<file path="config.mk">
export PLATFORM = sky130hd
export DESIGN_NAME = mrl_loader
export DESIGN_NICKNAME = d
export VERILOG_FILES = /design/src/rtl/mrl_pkg.sv /design/src/rtl/mrl_regs.sv /design/src/rtl/mrl_win_dec.sv /design/src/rtl/mrl_pat_ram.sv /design/src/rtl/mrl_loader.sv
export SDC_FILE = /design/constraint.sdc
export NUM_CORES = 2
export LEC_CHECK = 0
export ABC_AREA = 1
export BUFFER_PORTS_ARGS = -buffer_cell sky130_fd_sc_hd__buf_4
export CORE_UTILIZATION = 45
export CTS_CLUSTER_DIAMETER = 100
export DETAILED_ROUTE_END_ITERATION = 12
export GPL_ROUTABILITY_DRIVEN = 0
export PLACE_DENSITY = 0.57
export SYNTH_ARGS = -nofsm -noshare
export SYNTH_HDL_FRONTEND = slang
export SYNTH_SLANG_ARGS = --single-unit
</file>
<file path="constraint.sdc">
create_clock -name clk -period 5.3 [get_ports clk]
set_input_delay 0.795 -clock clk [delete_from_list [all_inputs] [get_ports clk]]
set_output_delay 0.795 -clock clk [all_outputs]
set_load 0.01 [all_outputs]
</file>
<file path="src/rtl/mrl_pkg.sv">
package mrl_pkg;
  typedef enum logic [1:0] {
    OP_NORMAL = 2'd0,
    OP_WR_ARR = 2'd1,
    OP_RD_ARR = 2'd2,
    OP_RSVD   = 2'd3
  } op_e;

  typedef enum logic [1:0] {
    SEL_MODE = 2'd0,
    SEL_DATA = 2'd1,
    SEL_BASE = 2'd2,
    SEL_MASK = 2'd3
  } reg_sel_e;

  localparam int MODE_IDX_LSB = 8;
endpackage

</file>
<file path="src/rtl/mrl_regs.sv">
module mrl_regs
  import mrl_pkg::*;
#(
  parameter int DATA_W = 32,
  parameter int ADDR_W = 32,
  parameter int IDX_W  = 6
) (
  input  logic              clk,
  input  logic              rst,
  input  logic              wr_en,
  input  reg_sel_e          wr_sel,
  input  logic [DATA_W-1:0] wr_data,
  input  reg_sel_e          rd_sel,
  output logic [DATA_W-1:0] rd_data,
  input  logic              idx_inc,
  input  logic              data_load,
  input  logic [DATA_W-1:0] load_val,
  output op_e               op,
  output logic [IDX_W-1:0]  idx,
  output logic [DATA_W-1:0] data,
  output logic [ADDR_W-1:0] base,
  output logic [ADDR_W-1:0] mask
);
  op_e               op_q;
  logic [IDX_W-1:0]  idx_q;
  logic [DATA_W-1:0] data_q;
  logic [ADDR_W-1:0] base_q;
  logic [ADDR_W-1:0] mask_q;

  // Mode register: operation and index are written together
  always_ff @(posedge clk) begin
    if (rst) begin
      op_q  <= OP_NORMAL;
      idx_q <= '0;
    end else if (wr_en && wr_sel == SEL_MODE) begin
      op_q  <= op_e'(wr_data[1:0]);
      idx_q <= wr_data[MODE_IDX_LSB +: IDX_W];
    end else if (idx_inc) begin
      idx_q <= idx_q + 1'b1;
    end
  end

  always_ff @(posedge clk) begin
    if (rst) begin
      data_q <= '0;
    end else if (wr_en && wr_sel == SEL_DATA) begin
      data_q <= wr_data;
    end else if (data_load) begin
      data_q <= load_val;
    end
  end

  always_ff @(posedge clk) begin
    if (rst) begin
      base_q <= '0;
      mask_q <= '0;
    end else if (wr_en) begin
      if (wr_sel == SEL_BASE) base_q <= ADDR_W'(wr_data);
      if (wr_sel == SEL_MASK) mask_q <= ADDR_W'(wr_data);
    end
  end

  always_comb begin
    rd_data = '0;
    unique case (rd_sel)
      SEL_MODE: begin
        rd_data[1:0] = op_q;
        rd_data[MODE_IDX_LSB +: IDX_W] = idx_q;
      end
      SEL_DATA: rd_data = data_q;
      SEL_BASE: rd_data = DATA_W'(base_q);
      SEL_MASK: rd_data = DATA_W'(mask_q);
      default:  rd_data = '0;
    endcase
  end

  assign op   = op_q;
  assign idx  = idx_q;
  assign data = data_q;
  assign base = base_q;
  assign mask = mask_q;
endmodule

</file>
<file path="src/rtl/mrl_win_dec.sv">
module mrl_win_dec #(
  parameter int ADDR_W = 32
) (
  input  logic [ADDR_W-1:0] addr,
  input  logic [ADDR_W-1:0] base,
  input  logic [ADDR_W-1:0] mask,
  output logic              hit
);
  logic [ADDR_W-1:0] base_cmp;

  always_comb begin
    base_cmp = {base[ADDR_W-1:1], 1'b0};
    hit = base[0] && ((addr & mask) == (base_cmp & mask));
  end
endmodule

</file>
<file path="src/rtl/mrl_pat_ram.sv">
module mrl_pat_ram #(
  parameter int DATA_W = 32,
  parameter int DEPTH  = 64,
  localparam int IDX_W = $clog2(DEPTH)
) (
  input  logic              clk,
  input  logic              we,
  input  logic              re,
  input  logic [IDX_W-1:0]  idx,
  input  logic [DATA_W-1:0] wdata,
  output logic [DATA_W-1:0] rdata
);
  logic [DATA_W-1:0] mem [DEPTH];

  always_ff @(posedge clk) begin
    if (we) mem[idx] <= wdata;
    if (re) rdata <= mem[idx];
  end
endmodule

</file>
<file path="src/rtl/mrl_loader.sv">
module mrl_loader
  import mrl_pkg::*;
#(
  parameter int          DATA_W   = 32,
  parameter int          ADDR_W   = 32,
  parameter int          DEPTH    = 64,
  parameter logic [31:0] REG_BASE = 32'hF000_0000
) (
  input  logic              clk,
  input  logic              rst,
  input  logic              bus_req,
  input  logic              bus_we,
  input  logic [ADDR_W-1:0] bus_addr,
  input  logic [DATA_W-1:0] bus_wdata,
  output logic [DATA_W-1:0] bus_rdata,
  output logic              bus_ack
);
  localparam int IDX_W = $clog2(DEPTH);

  op_e               op_q;
  logic [IDX_W-1:0]  idx_q;
  logic [DATA_W-1:0] data_q;
  logic [ADDR_W-1:0] base_q;
  logic [ADDR_W-1:0] mask_q;
  logic [DATA_W-1:0] reg_rdata;
  logic [DATA_W-1:0] ram_dout;
  logic              win_dec_hit;
  logic              accept;
  logic              reg_hit;
  logic              win_hit;
  logic              ram_we;
  logic              ram_re;
  logic              load_pend_q;
  logic              ack_q;
  logic [DATA_W-1:0] rdata_q;
  logic [DATA_W-1:0] resp;

  // One access at a time: requests during a pending load are not taken
  assign accept  = bus_req && !load_pend_q;
  assign reg_hit = bus_req && (bus_addr[ADDR_W-1:4] == REG_BASE[ADDR_W-1:4]);
  assign win_hit = bus_req && !reg_hit && win_dec_hit;
  assign ram_we  = accept && win_hit && bus_we && (op_q == OP_WR_ARR);
  assign ram_re  = accept && win_hit && !bus_we && (op_q == OP_RD_ARR);

  mrl_regs #(
    .DATA_W(DATA_W),
    .ADDR_W(ADDR_W),
    .IDX_W (IDX_W)
  ) u_regs (
    .clk      (clk),
    .rst      (rst),
    .wr_en    (accept && reg_hit && bus_we),
    .wr_sel   (reg_sel_e'(bus_addr[3:2])),
    .wr_data  (bus_wdata),
    .rd_sel   (reg_sel_e'(bus_addr[3:2])),
    .rd_data  (reg_rdata),
    .idx_inc  (ram_we || ram_re),
    .data_load(load_pend_q),
    .load_val (ram_dout),
    .op       (op_q),
    .idx      (idx_q),
    .data     (data_q),
    .base     (base_q),
    .mask     (mask_q)
  );

  mrl_win_dec #(
    .ADDR_W(ADDR_W)
  ) u_dec (
    .addr(bus_addr),
    .base(base_q),
    .mask(mask_q),
    .hit (win_dec_hit)
  );

  mrl_pat_ram #(
    .DATA_W(DATA_W),
    .DEPTH (DEPTH)
  ) u_ram (
    .clk  (clk),
    .we   (ram_we),
    .re   (ram_re),
    .idx  (idx_q),
    .wdata(data_q),
    .rdata(ram_dout)
  );

  always_comb begin
    resp = '0;
    if (!bus_we) begin
      if (reg_hit)      resp = reg_rdata;
      else if (win_hit) resp = '1;
    end
  end

  always_ff @(posedge clk) begin
    if (rst) begin
      load_pend_q <= 1'b0;
      ack_q       <= 1'b0;
      rdata_q     <= '0;
    end else begin
      load_pend_q <= ram_re;
      ack_q       <= 1'b0;
      if (load_pend_q) begin
        ack_q   <= 1'b1;
        rdata_q <= ram_dout;
      end else if (accept && !ram_re) begin
        ack_q   <= 1'b1;
        rdata_q <= resp;
      end
    end
  end

  assign bus_ack   = ack_q;
  assign bus_rdata = rdata_q;
endmodule

</file>
After elaboration in Yosys (flattened, before gate mapping). Memory sizes are Yosys's and may differ from the RTL's. A register that Yosys moved wholly into a read port is not among the register bits. Cells that the tools add are included.

Add/subtract/negate cells: 1. Eq/ne operators: 7. Muxes and demuxes: 17. Bitwise gates (word level): 2. Reduce and logical (&&, ||, !) cells: 26.

Operator list (number): $mux W32 (7); $and A32 B32 Y32 (2); $pmux W18 S3 (1); $eq A32 B32 Y1 (1); $eq A28 B28 Y1 const B (1); $pmux W6 S4 (1); $pmux W6 S3 (1); $logic_and A1 B1 Y1 (15); $mux W6 (2); $pmux W2 S4 (1); $add A6 B1 Y6 const B (1); $eq A2 B2 Y1 const B (3); $reduce_bool A2 Y1 (3); $eq A2 B1 Y1 const B (2); $logic_not A1 Y1 (4); $mux W1 (4); $reduce_and A2 Y1 (2); $logic_not A2 Y1 (1); $logic_or A1 B1 Y1 (1).

Flip-flop bits (word level): 138. Memory bits (writable): 2048. Bits of input ports: 68. Word-level logic and storage cells: 62. Memories kept: 1.

Memory list: u_ram.mem (depth 64, bits a word 32, rd ports 1, clocked after memory_dff 1, wr ports 1, line mrl_pat_ram.sv:13) `logic [DATA_W-1:0] mem [DEPTH];`.

Logic depth before layout (Yosys ltp).
Word-level depth: 12. Depth in mapped cells: 14. Mapped depth without buffers: 13.

Hierarchy. From an unflattened synthesis, not the netlist that was laid out.

Cell total of the unflattened synthesis: 9672. Area total of the unflattened synthesis: 94424.3 µm².

Modules (own cells, without submodules): mrl_pat_ram (times used 1, cells an instance 8440, area an instance 86823.3 µm², seq. area each 62459.9 µm²); mrl_regs (times used 1, cells an instance 671, area an instance 4724.5 µm², seq. area each 2082.0 µm²); mrl_loader (times used 1, cells an instance 403, area an instance 2214.6 µm², seq. area each 680.7 µm²); mrl_win_dec (times used 1, cells an instance 158, area an instance 661.9 µm², seq. area each 0.0 µm²).

Least setup slack after synthesis. OpenSTA, ideal clock, no wires.

Kind: input port to flip-flop. From: input bus_addr[3]. To: memory u_ram.mem[31][0] (enable). Setup time: 461 ps. Data arrival time: 4072 ps. Data required time: 4839 ps. Path slack: 767 ps. Stages: 9. Buffers on the path: 2. Path through: clkbuf_2 o21ai_0 nand3b_1 nor2_1 nand3_1 nor2_1 buf_4 nand3_1 nor3_1.

Word-level cells in the longest chain between the ends: 9.

RTL lines: from (decl) (line mrl_loader.sv:13) `input logic [ADDR_W-1:0] bus_addr,`; $and A32 B32 Y32 (line mrl_win_dec.sv:13) `hit = base[0] && ((addr & mask) == (base_cmp & mask));`; $eq A32 B32 Y1 (line mrl_win_dec.sv:13); $logic_and A1 B1 Y1 (line mrl_win_dec.sv:13); $logic_and A1 B1 Y1 (line mrl_loader.sv:41) `assign win_hit = bus_req && !reg_hit && win_dec_hit;`; $logic_and A1 B1 Y1 (3 in a row) (line mrl_loader.sv:42) `assign ram_we = accept && win_hit && bus_we && (op_q == OP_WR_ARR);`; $mux W1 (line mrl_pat_ram.sv:16) `if (we) mem[idx] <= wdata;`; $mux W1 (implied by the code) (line mrl_pat_ram.sv:16); to (decl) (line mrl_pat_ram.sv:13).

No other way between the ends.

==> impl_metrics.json <==
{
  "outcome": "finished, final reports clean",
  "p_comb_share_pct": 0.6,
  "cts.sinks": 2218,
  "cts_max_level": 4,
  "cp_cell_sequence": "inv_2 -> nand3_2 -> inv_8 -> buf_4 -> nand2_1 -> nand4_1 -> o21ai_0 -> nand2_1 -> nor2_1 -> nand4_1",
  "end_kind": "flip-flop",
  "crit_required_ps": 5800,
  "slew_headroom_pct": 16.30,
  "path_clk_slew_ps": 60,
  "dp_hpwl_um": 156300,
  "syn_area_um2": 84430,
  "fp.dieW_um": 435.1,
  "cts_tree": "built",
  "hp-class": "input pin to flip-flop",
  "async_flop_share_pct": 0,
  "clock_latency_ps": 880,
  "final_util_pct": 51.69,
  "grt-ovfl-total": 0,
  "timing.rr.start": "u_regs.idx[0]",
  "min_period_over_period_pct": 76.54,
  "ys.flop_type": "edfxtp_1",
  "yosysWarningCount": 0,
  "final_nets": 6340,
  "syn-instance-count": 6054,
  "synth_common_cells": "2080 x edfxtp_1, 1600 x nand2_1, 377 x nor2_1",
  "avgRoutedWirePerCell_um": 30.07,
  "cts_buffers": 218,
  "die_area_um2": 189400,
  "cts_hold_buf": 0,
  "yosysTopAreaCell": "edfxtp_1",
  "io_buffers": 100,
  "clk_path_buf_depth": 3,
  "maxCapViolations": 0,
  "p_int_mw": 27.21,
  "synthTopCellsByArea": "edfxtp_1 74%, nand2_1 7.1%, dfxtp_1 3.3%",
  "area_delta_synth_final_pct": 13.76,
  "ys_seq_elements": 2218,
  "fmax_mhz": 246.5,
  "die_h_um": 435.1,
  "vias": 53197,
  "arrival_ps": 4560,
  "cts-root-buf": "clkbuf_16",
  "via_per_inst": 5.950,
  "leakagePower_nw": 32.52,
  "total_power_mw": 33.98,
  "clock_power_share_pct": 43.9,
  "worst_path_largest_cell_delay_ps": 670,
  "initial_utilization_pct": 45.43,
  "setup_viol": 0,
  "syn_nets": 6123,
  "max_slew.worst_pin.slew_ps": 1252,
  "critPathSlowestCell": "dfxtp_1",
  "sw_frac_of_total_pct": 19.93,
  "sequentialPowerShare_pct": 55.5,
  "power.density_nw_per_um2": 353.8,
  "coreArea_um2": 185800,
  "critPathKind": "flip-flop to flip-flop",
  "drt-total-wl_um": 268800,
  "grt_usage_pct": 27.98,
  "switchingPower_mw": 6.773,
  "synth-seq-area-share_pct": 77.25,
  "crit_path_start_kind": "flip-flop",
  "antenna_found_initial": 12,
  "cp_max_fo": 76,
  "ir_drop_mv": 0.4062,
  "drtIter0Drc": 7794,
  "drive_gt1_share_pct": 12.22,
  "period_needed_ps": 4056,
  "synth_top_area_share_pct": 73.98,
  "grt_setup_unrepaired": "no",
  "synth_most_common_cell": "edfxtp_1",
  "grt_pass1_wl_um": 379800,
  "dp_cells": 8531,
  "skew_ps": 48.03,
  "grt_pass1_vias": 50301,
  "setup_tns_ps": 0,
  "cp-startpoint": "u_regs.idx[0]",
  "drc": 0,
  "ys_types": 48,
  "io_pins": 101,
  "worstHoldStart": "bus_wdata[24]",
  "grt_max_degree": 100,
  "ant_nets": 0,
  "synth_edf_count": 2080,
  "fp-row-count": 158,
  "cts_setup_buffers": 0,
  "hold_viol_final": 0,
  "layoutNonFillerInstCount": 8941,
  "slew_violations": 0,
  "avgSynthCellArea_um2": 13.95,
  "drt_first_pass_iters": 5,
  "cts_resized": 0,
  "whs_ps": 244.9
}
[stage by stage]
| stage | cell area, um2 | worst slack (ps) |
|---|---|---|
| global route | 96040 | 1190 |
| CTS | 96040 | 1354 |
| finish | 96050 | 1244 |
| global placement | 89210 | 881.9 |
| detailed placement | 89240 | 924.2 |
| floorplan | 84430 | 767.1 |
[routing by layer]
| metal | global-route usage (%) | part of all wire (%) |
|---|---|---|
| met5 | 0 | 0 |
| met4 | 10.54 | 3.9 |
| met3 | 4.840 | 9.9 |
| met1 | 40.45 | 41 |
| met2 | 42.45 | 45 |
[critical path, delay by kind of cell, from the launching register on]
family,cells,cell delay (ps)
buffers and inverters,3,840
AO/OA/AOI/OAI,1,660
flip-flops,1,670
AND/OR/NAND/NOR,6,1470
[worst paths after layout]
check        depth (start not counted)  slack (ps)         endpoint
max                                 10        1240   u_ram.rdata[6]
min reg2reg                          2         500  u_regs.mask[27]
max reg2reg                         10        1240   u_ram.rdata[6]
min                                  3         240  u_regs.data[24]
[kinds of logic after synthesis]
kind of cell / count (synthesis) / synth area share (%)
flip-flops: 2218 / 77.25
multiplexers: 1 / 0.01334
AO/OA/AOI/OAI: 854 / 7.706
XOR/XNOR: 2 / 0.02075
adder cells (fa/ha/maj): 1 / 0.01482
AND/OR/NAND/NOR: 2433 / 12.18
buffers and inverters: 545 / 2.813
[placed cells by master (no fill, tap or decap), drive strengths merged, types with 31 or more instances in the layout]
master	Yosys	layout
a21oi	78	78
a22oi	313	313
clkinv	0	113
inv	224	231
nand2	1603	1603
a311oi	31	31
a211oi	64	64
clkbuf	111	268
and3	58	58
nand3	116	116
buf	210	318
o21ai	81	81
nand3b	35	35
nor2	380	380
dfxtp	138	138
a22o	62	62
nand4	230	230
a221oi	155	155
edfxtp	2080	2080
[area by class of cell]
| cell class | instances | area, um2 |
|---|---|---|
| clock inverter | 140 | 1094 |
| clock buffer | 268 | 5707 |
| tap | 2480 | 3103 |
| inverter | 224 | 885.9 |
| multi-input combinational | 3291 | 17400 |
| sequential | 2218 | 65260 |
| fill | 15523 | 89780 |
| timing repair buffer | 318 | 2595 |
| antenna | 2 | 5.005 |
[registers in the layout, summed over array words and instances (netlist names)]
register and cells:
u_regs.mask 32, bus_rdata 32, bus_ack 1, u_regs.base 32
u_regs.op 2, u_ram.rdata 32, u_regs.idx 6, u_ram.mem 2048
u_regs.data 32, load_pend_q 1
[power groups by stage]
stage | sequential [mW] | clock [mW] | combinational, mW
after floorplan | 19.2 | 0 | 0.0852
after global placement | 19.2 | 0 | 0.200
after detailed placement | 19.2 | 0 | 0.201
after CTS | 18.9 | 15.0 | 0.202
after global routing | 18.9 | 15.7 | 0.218
final | 18.9 | 14.9 | 0.205
No activity file was read; power rests on OpenSTA's default activity.
